### src/rtl/dly_sel_pkg.sv
package dly_sel_pkg;
  localparam int unsigned OPT_N  = 8;
  localparam int unsigned CODE_W = OPT_N - 1;
  localparam int unsigned CONV_N = 3;

  typedef logic [OPT_N-1:0]  opt_vec_t;
  typedef logic [CODE_W-1:0] code_t;
  typedef logic [CONV_N-1:0] conv_vec_t;

  typedef enum logic {MODE_ECHO = 1'b0, MODE_REVERB = 1'b1} mode_e;
endpackage

### src/rtl/dly_sel_debounce.sv
module dly_sel_debounce #(
  parameter int unsigned DEB_CYCLES = 4
) (
  input  logic clk,
  input  logic rst,
  input  logic raw_i,
  output logic level_o,
  output logic press_o
);
  localparam int unsigned CNT_W = (DEB_CYCLES > 1) ? $clog2(DEB_CYCLES) : 1;
  localparam logic [CNT_W-1:0] CNT_LAST = CNT_W'(DEB_CYCLES - 1);

  logic             sync_a, sync_b;
  logic             stable_q;
  logic [CNT_W-1:0] run_q;

  always_ff @(posedge clk) begin
    if (rst) begin
      sync_a <= 1'b0;
      sync_b <= 1'b0;
    end else begin
      sync_a <= raw_i;
      sync_b <= sync_a;
    end
  end

  always_ff @(posedge clk) begin
    if (rst) begin
      stable_q <= 1'b0;
      run_q    <= '0;
      press_o  <= 1'b0;
    end else begin
      press_o <= 1'b0;
      if (sync_b != stable_q) begin
        if (run_q == CNT_LAST) begin
          stable_q <= sync_b;
          run_q    <= '0;
          press_o  <= sync_b;
        end else begin
          run_q <= run_q + 1'b1;
        end
      end else begin
        run_q <= '0;
      end
    end
  end

  assign level_o = stable_q;

  // a press event only comes from a low-to-high flip of the filtered level
  AST_PRESS_RISE: assert property (@(posedge clk) disable iff (rst)
    press_o |-> (stable_q && !$past(stable_q)));
endmodule

### src/rtl/dly_sel_latch.sv
module dly_sel_latch
  import dly_sel_pkg::*;
(
  input  logic     clk,
  input  logic     rst,
  input  opt_vec_t press_i,
  output opt_vec_t sel_o,
  output logic     change_o
);
  opt_vec_t pick;

  always_comb begin
    pick = '0;
    for (int i = OPT_N - 1; i >= 0; i--) begin
      if (press_i[i]) pick = opt_vec_t'(1) << i;
    end
  end

  always_ff @(posedge clk) begin
    if (rst) begin
      sel_o    <= opt_vec_t'(1);
      change_o <= 1'b0;
    end else begin
      change_o <= 1'b0;
      if (|press_i) begin
        sel_o    <= pick;
        change_o <= (pick != sel_o);
      end
    end
  end

  AST_ONE_SEL: assert property (@(posedge clk) disable iff (rst)
    $countones(sel_o) == 1);

  AST_LOW_WINS: assert property (@(posedge clk) disable iff (rst)
    (press_i[0]) |=> sel_o[0]);

  AST_HOLD_IDLE: assert property (@(posedge clk) disable iff (rst)
    (press_i == '0) |=> $stable(sel_o));
endmodule

### src/rtl/dly_sel_mute.sv
module dly_sel_mute #(
  parameter int unsigned MUTE_CYCLES = 20
) (
  input  logic clk,
  input  logic rst,
  input  logic trig_i,
  output logic active_o
);
  localparam int unsigned CNT_W = $clog2(MUTE_CYCLES + 1);
  localparam logic [CNT_W-1:0] CNT_LOAD = CNT_W'(MUTE_CYCLES);

  logic [CNT_W-1:0] left_q;

  always_ff @(posedge clk) begin
    if (rst) begin
      left_q <= '0;
    end else if (trig_i) begin
      left_q <= CNT_LOAD;
    end else if (left_q != '0) begin
      left_q <= left_q - 1'b1;
    end
  end

  assign active_o = (left_q != '0);

  AST_MUTE_LOAD: assert property (@(posedge clk) disable iff (rst)
    trig_i |=> (left_q == CNT_LOAD));

  AST_MUTE_DRAIN: assert property (@(posedge clk) disable iff (rst)
    (!trig_i && left_q != '0) |=> (left_q == $past(left_q) - 1'b1));
endmodule

### src/rtl/dly_sel_top.sv
module dly_sel_top
  import dly_sel_pkg::*;
#(
  parameter int unsigned DEB_CYCLES  = 4,
  parameter int unsigned MUTE_CYCLES = 20
) (
  input  logic                clk,
  input  logic                rst,
  input  logic [OPT_N-1:0]    touch_i,
  input  logic                reverb_i,
  output logic [CODE_W-1:0]   sel_code_o,
  output logic [CONV_N-1:0]   mute_o
);
  opt_vec_t level_w;
  opt_vec_t press_w;
  opt_vec_t sel_w;
  logic     change_w;
  logic     mute_w;
  code_t    code_n;
  mode_e    mode;

  for (genvar g = 0; g < OPT_N; g++) begin : g_deb
    dly_sel_debounce #(.DEB_CYCLES(DEB_CYCLES)) u_deb (
      .clk    (clk),
      .rst    (rst),
      .raw_i  (touch_i[g]),
      .level_o(level_w[g]),
      .press_o(press_w[g])
    );
  end

  dly_sel_latch u_latch (
    .clk     (clk),
    .rst     (rst),
    .press_i (press_w),
    .sel_o   (sel_w),
    .change_o(change_w)
  );

  dly_sel_mute #(.MUTE_CYCLES(MUTE_CYCLES)) u_mute (
    .clk     (clk),
    .rst     (rst),
    .trig_i  (change_w),
    .active_o(mute_w)
  );

  // thermometer: bit j is set when the held option index exceeds j
  for (genvar j = 0; j < CODE_W; j++) begin : g_thermo
    assign code_n[j] = |sel_w[OPT_N-1:j+1];
  end

  assign mode = mode_e'(reverb_i);

  always_ff @(posedge clk) begin
    if (rst) begin
      sel_code_o <= '0;
      mute_o     <= '0;
    end else begin
      sel_code_o <= code_n;
      mute_o[0]  <= mute_w;
      for (int c = 1; c < CONV_N; c++) begin
        mute_o[c] <= (mode == MODE_REVERB) ? mute_w : 1'b1;
      end
    end
  end

  AST_CODE_THERMO: assert property (@(posedge clk) disable iff (rst)
    ((sel_code_o & (sel_code_o + 1'b1)) == '0));

  AST_ECHO_HOLD: assert property (@(posedge clk) disable iff (rst)
    !reverb_i |=> (&mute_o[CONV_N-1:1]));

  AST_REVERB_SHARE: assert property (@(posedge clk) disable iff (rst)
    reverb_i |=> (mute_o[CONV_N-1:1] == {(CONV_N-1){mute_o[0]}}));

  AST_CHANGE_MUTES: assert property (@(posedge clk) disable iff (rst)
    change_w |=> ##1 mute_o[0]);
endmodule

### config.mk
export PLATFORM = sky130hd
export DESIGN_NAME = dly_sel_top
export DESIGN_NICKNAME = d
export VERILOG_FILES = /design/src/rtl/dly_sel_pkg.sv /design/src/rtl/dly_sel_debounce.sv /design/src/rtl/dly_sel_latch.sv /design/src/rtl/dly_sel_mute.sv /design/src/rtl/dly_sel_top.sv
export SDC_FILE = /design/constraint.sdc
export NUM_CORES = 1
export LEC_CHECK = 0
export ABC_CLOCK_PERIOD_IN_PS = 1950
export BUFFER_PORTS_ARGS = -buffer_cell sky130_fd_sc_hd__buf_2
export CORE_ASPECT_RATIO = 1.1
export CORE_MARGIN = 1
export CORE_UTILIZATION = 58
export DETAILED_ROUTE_END_ITERATION = 10
export GPL_ROUTABILITY_DRIVEN = 0
export PLACE_DENSITY = 0.84
export SETUP_SLACK_MARGIN = 0.02
export SLEW_MARGIN = 0
export SYNTH_ARGS = -nofsm -noshare
export SYNTH_HDL_FRONTEND = slang
export SYNTH_SLANG_ARGS = --single-unit
### constraint.sdc
create_clock -name clk -period 1.95 [get_ports clk]
set_clock_uncertainty 0.2 [all_clocks]
set_input_delay 0.2925 -clock clk [delete_from_list [all_inputs] [get_ports clk]]
set_output_delay 0.2925 -clock clk [all_outputs]
set_load 0.1 [all_outputs]
==> summary.txt <==
Status
  – Run status: finished clean

Synthesis
  – Instance count of the mapped netlist: 250
  – Netlist Area Pre-Place: 0.00256 mm2
  – Leading post-synthesis cells by instance count: sky130_fd_sc_hd__dfxtp_1, sky130_fd_sc_hd__nor2_1, sky130_fd_sc_hd__nor2b_1
  – Fraction of synthesized cell area taken by the top area cell type: 55.6%
  – Dominant combinational cell family by area after synthesis: simple AND/OR/NAND/NOR gates
  – Number of nets in the synthesized netlist: 270
  – Post-synthesis xor/xnor area fraction: 4.11%
  – Number of register bits inferred by synthesis: 71
  – Proportion of synthesized flip-flops having asynchronous set or reset: 0%
  – Compound-Gate Fraction of Synth Area: 6.26%
  – Post-synth EDFFs: 0
  – Share of synthesized area occupied by flip-flops and latches: 55.6%
  – Number of warnings issued by yosys: 0
  – Post-Syn Area per Cell: 10.2 um2
  – Mux cell area share after synthesis: 3.13%
  – Most instantiated library cell after synthesis: sky130_fd_sc_hd__dfxtp_1
  – Top cell type by total area after synthesis: sky130_fd_sc_hd__dfxtp_1
  – Simple-gate portion of the synthesized area: 22.4%
  – Leading post-synthesis cells by cell area: sky130_fd_sc_hd__dfxtp_1, sky130_fd_sc_hd__nor2_1, sky130_fd_sc_hd__ha_1
  – Arithmetic-cell share of the synthesized area counting full adders, half adders and majority gates: 4.40%
  – Distinct cell type count of the synthesized netlist: 40
  – Most used flip-flop cell after synthesis: sky130_fd_sc_hd__dfxtp_1

Layout
  – Fin nets: 307
  – Count of fill cells added during filler insertion: 312
  – Layout cell share with drive strength beyond 1: 15.5%
  – Synthesis-to-layout area growth: 16.7%
  – Ant diodes: 0

Drt
  – Detailed-route DRC error count: 0
  – Total detailed-routing wirelength: 4130 um
  – Average detailed-routed wire length per instance: 12.1 um
  – Count of nets left with antenna violations after detail routing: 0
  – Vias after detailed routing: 1788
  – TritonRoute pass-1 iters: 4
  – Per-cell via count in the routed design: 5.23
  – Iteration-0 DRC count of the detailed router: 64

Clock tree
  – Root buffer cell: sky130_fd_sc_hd__clkbuf_8
  – Clock Pin Slew Worst Setup and Hold Paths: 0.07 ns
  – Clock Latency Late Sink: 0.34 ns
  – Number of buffers added by the clock tree synthesis step: 9
  – TritonCTS clock tree: built
  – H-tree levels: 3
  – CTS Buffer Depth: 2
  – Number of sinks driven by the clock tree: 71

Pwr
  – Maximum vdd drop: 0.600 mV
  – Standby leakage power: 1.19 nW
  – Total design power: 3.03 mW
  – Power density cells: 1020 mW/mm2

Critical path
  – Arrival time at the worst endpoint: 1.85 ns
  – Kind of cell adding the most delay to the critical path: compound AO/OA/AOI/OAI gates
  – CP Launch Type: flip-flop
  – Kind of critical path: reg -> reg
  – Ordered cell list for the critical path: or4_4 > o31a_1 > o211ai_2 > o311ai_1
  – Endpoint kind of the worst setup timing path: flip-flop
  – Critical-path cell with the highest stage delay: sky130_fd_sc_hd__or4_4
  – R2R Path Start: g_deb[1].u_deb.press_o$_SDFF_PP0_
  – Maximum fanout encountered on the critical timing path: 7
  – Reg2Reg Setup Slack: 0.1 ns
  – Worst reg2reg path endpoint: u_latch.change_o$_SDFF_PP0_
  – Buffers and inverters on the worst path: 0
  – Depth of the worst register-to-register path: 4
  – Required time of the critical path: 1.94 ns
  – CP peak stage delay: 0.57 ns

STA
  – RSZ-0062 raised after global routing: no
  – Pins Over Slew Limit: 0
  – Max transition margin: 56.6%
  – Hold_ws: 0.215 ns
  – Time the worst path needs with I/O delays and setup: 1.85 ns
  – Final critical-path share of the clock period: 95.1%
  – Final Hold Violating Endpoints: 0
  – Transition time at the pin with the least slew margin: 0.652 ns
  – Top achievable clock speed: 539 MHz
  – Number of setup violations in the final report: 0
  – Sum of negative setup slack: 0 ns

GRT
  – Number of antenna violations at the first check in global routing: 0
  – Vias in the first global route: 1707
  – Overall Global Routing Usage: 20.3%
  – Global route overflow: 0
  – Largest net degree at the start of global routing: 37
  – Global-route wire length before repair: 7000 um

Min path
  – Worst Hold Depth: 1
  – HP Start: g_deb[4].u_deb.run_q[0]$_SDFF_PP0_
  – Terminating pin of the worst hold path: g_deb[4].u_deb.run_q[0]$_SDFF_PP0_
  – Tightest Hold Check Type: reg -> reg

Placed design
  – Buffers added on ports: 20
  – HPWL Detailed: 2560 um

Floorplan
  – Vertical die dimension: 71.6 um
  – Effective utilization at floorplan: 62.6%
  – I/O pin total: 21
  – Width of the die: 65.3 um
  – Cell row count: 24
  – Total Die Area: 0.00468 mm2
  – Core footprint: 0.00408 mm2

Flow run
  – Max_cap viols: 0
[sequential cells by signal, summed over array words and instances (netlist names)]
register / flops
g_deb.u_deb.sync_b: 8
g_deb.u_deb.run_q: 16
g_deb.u_deb.sync_a: 8
u_latch.sel_o: 8
u_mute.left_q: 5
mute_o: 2
u_latch.change_o: 1
g_deb.u_deb.level_o: 8
g_deb.u_deb.press_o: 8
sel_code_o: 7
[worst max-delay path by stage]
stage          depth (start not counted)  slack (ns)                              start                          end
2_1_floorplan                          1        0.10               mute_o[1]$_SDFF_PP0_                    mute_o[2]
3_3_place_gp                           4        0.18  g_deb[1].u_deb.press_o$_SDFF_PP0_  u_latch.change_o$_SDFF_PP0_
3_5_place_dp                           4        0.17  g_deb[1].u_deb.press_o$_SDFF_PP0_  u_latch.change_o$_SDFF_PP0_
4_1_cts                                4         0.1  g_deb[1].u_deb.press_o$_SDFF_PP0_  u_latch.change_o$_SDFF_PP0_
5_1_grt                                4        0.04  g_deb[1].u_deb.press_o$_SDFF_PP0_  u_latch.change_o$_SDFF_PP0_
6_report                               4         0.1  g_deb[1].u_deb.press_o$_SDFF_PP0_  u_latch.change_o$_SDFF_PP0_
[power breakdown]
part | leakage, nW | total (mW) | switching, mW | internal, mW
sequential | 0.578 | 1.56 | 0.0340 | 1.52
combinational | 0.530 | 0.469 | 0.300 | 0.169
clock | 0.0854 | 1.01 | 0.489 | 0.516
[kinds of logic (layout without fill, tap and decap cells)]
| family | Yosys count | in the layout |
|---|---|---|
| buffers and inverters | 25 | 65 |
| adder cells (fa/ha/maj) | 9 | 9 |
| AO/OA/AOI/OAI | 23 | 23 |
| AND/OR/NAND/NOR | 102 | 102 |
| multiplexers | 8 | 8 |
| XOR/XNOR | 12 | 12 |
| flip-flops | 71 | 71 |
[area by class of cell]
type	instances	area, um2	share of cell area [%]
Clock buffer	13	159	5.32
Clock inverter	1	5.00	0.168
Inverter	15	56.3	1.89
Multi-Input combinational cell	154	1030	34.7
Sequential cell	71	1420	47.6
Tap cell	52	65.1	2.18
Timing Repair Buffer	36	243	8.13
[routing by layer]
metal	global-route usage, %	vias to the layer above	share of wire, %	wire [um]
li1	-	916	-	-
met1	20.9	829	45	1860
met2	34.8	31	48	2000
met3	4.30	12	3.0	123
met4	16.9	0	3.6	148
met5	0	-	0	0
[stage by stage]
| stage | setup WS (ns) | cells | area [um2] | utilization, % |
|---|---|---|---|---|
| 3_5_place_dp | 0.168 | 319 | 2730 | 66.7 |
| 5_1_grt | 0.0407 | 342 | 2980 | 73.1 |
| 2_1_floorplan | 0.101 | 250 | 2560 | - |
| 6_report | 0.0951 | 342 | 2980 | 73.1 |
| 3_3_place_gp | 0.185 | 319 | 2730 | 66.7 |
| 4_1_cts | 0.0951 | 342 | 2980 | 72.9 |
[layout by cell type (no fill, tap or decap), types with 2 or more instances in the layout]
cell type / instances
sky130_fd_sc_hd__buf_2: 20
sky130_fd_sc_hd__nor4bb_1: 8
sky130_fd_sc_hd__or3_1: 10
sky130_fd_sc_hd__nand2b_1: 2
sky130_fd_sc_hd__xnor2_1: 11
sky130_fd_sc_hd__nor2_1: 40
sky130_fd_sc_hd__ha_1: 9
sky130_fd_sc_hd__clkbuf_1: 2
sky130_fd_sc_hd__nor3_1: 6
sky130_fd_sc_hd__nand2_1: 4
sky130_fd_sc_hd__inv_1: 15
sky130_fd_sc_hd__a21oi_1: 11
sky130_fd_sc_hd__dfxtp_1: 71
sky130_fd_sc_hd__dlygate4sd3_1: 9
sky130_fd_sc_hd__a22oi_1: 3
sky130_fd_sc_hd__nor2b_1: 18
sky130_fd_sc_hd__mux2i_1: 8
sky130_fd_sc_hd__nor4b_1: 2
sky130_fd_sc_hd__buf_4: 7
sky130_fd_sc_hd__clkbuf_8: 11
sky130_fd_sc_hd__nor4_1: 3
[worst reg2reg max path, stage by stage, from the launching register on]
cell	delay [ns]
sky130_fd_sc_hd__dfxtp_1	0.37
sky130_fd_sc_hd__or4_4	0.57
sky130_fd_sc_hd__o31a_1	0.27
sky130_fd_sc_hd__o211ai_2	0.18
sky130_fd_sc_hd__o311ai_1	0.13
[what timing repair did]
action / 4_1_cts / 5_1_grt
setup buffers: 0 / 0
hold endpoints to repair: 9 / 0
hold buffers: 9 / 0
resized for setup: 0 / 1
setup endpoints to repair: 0 / 1
Power figures use the tool's default switching activity.
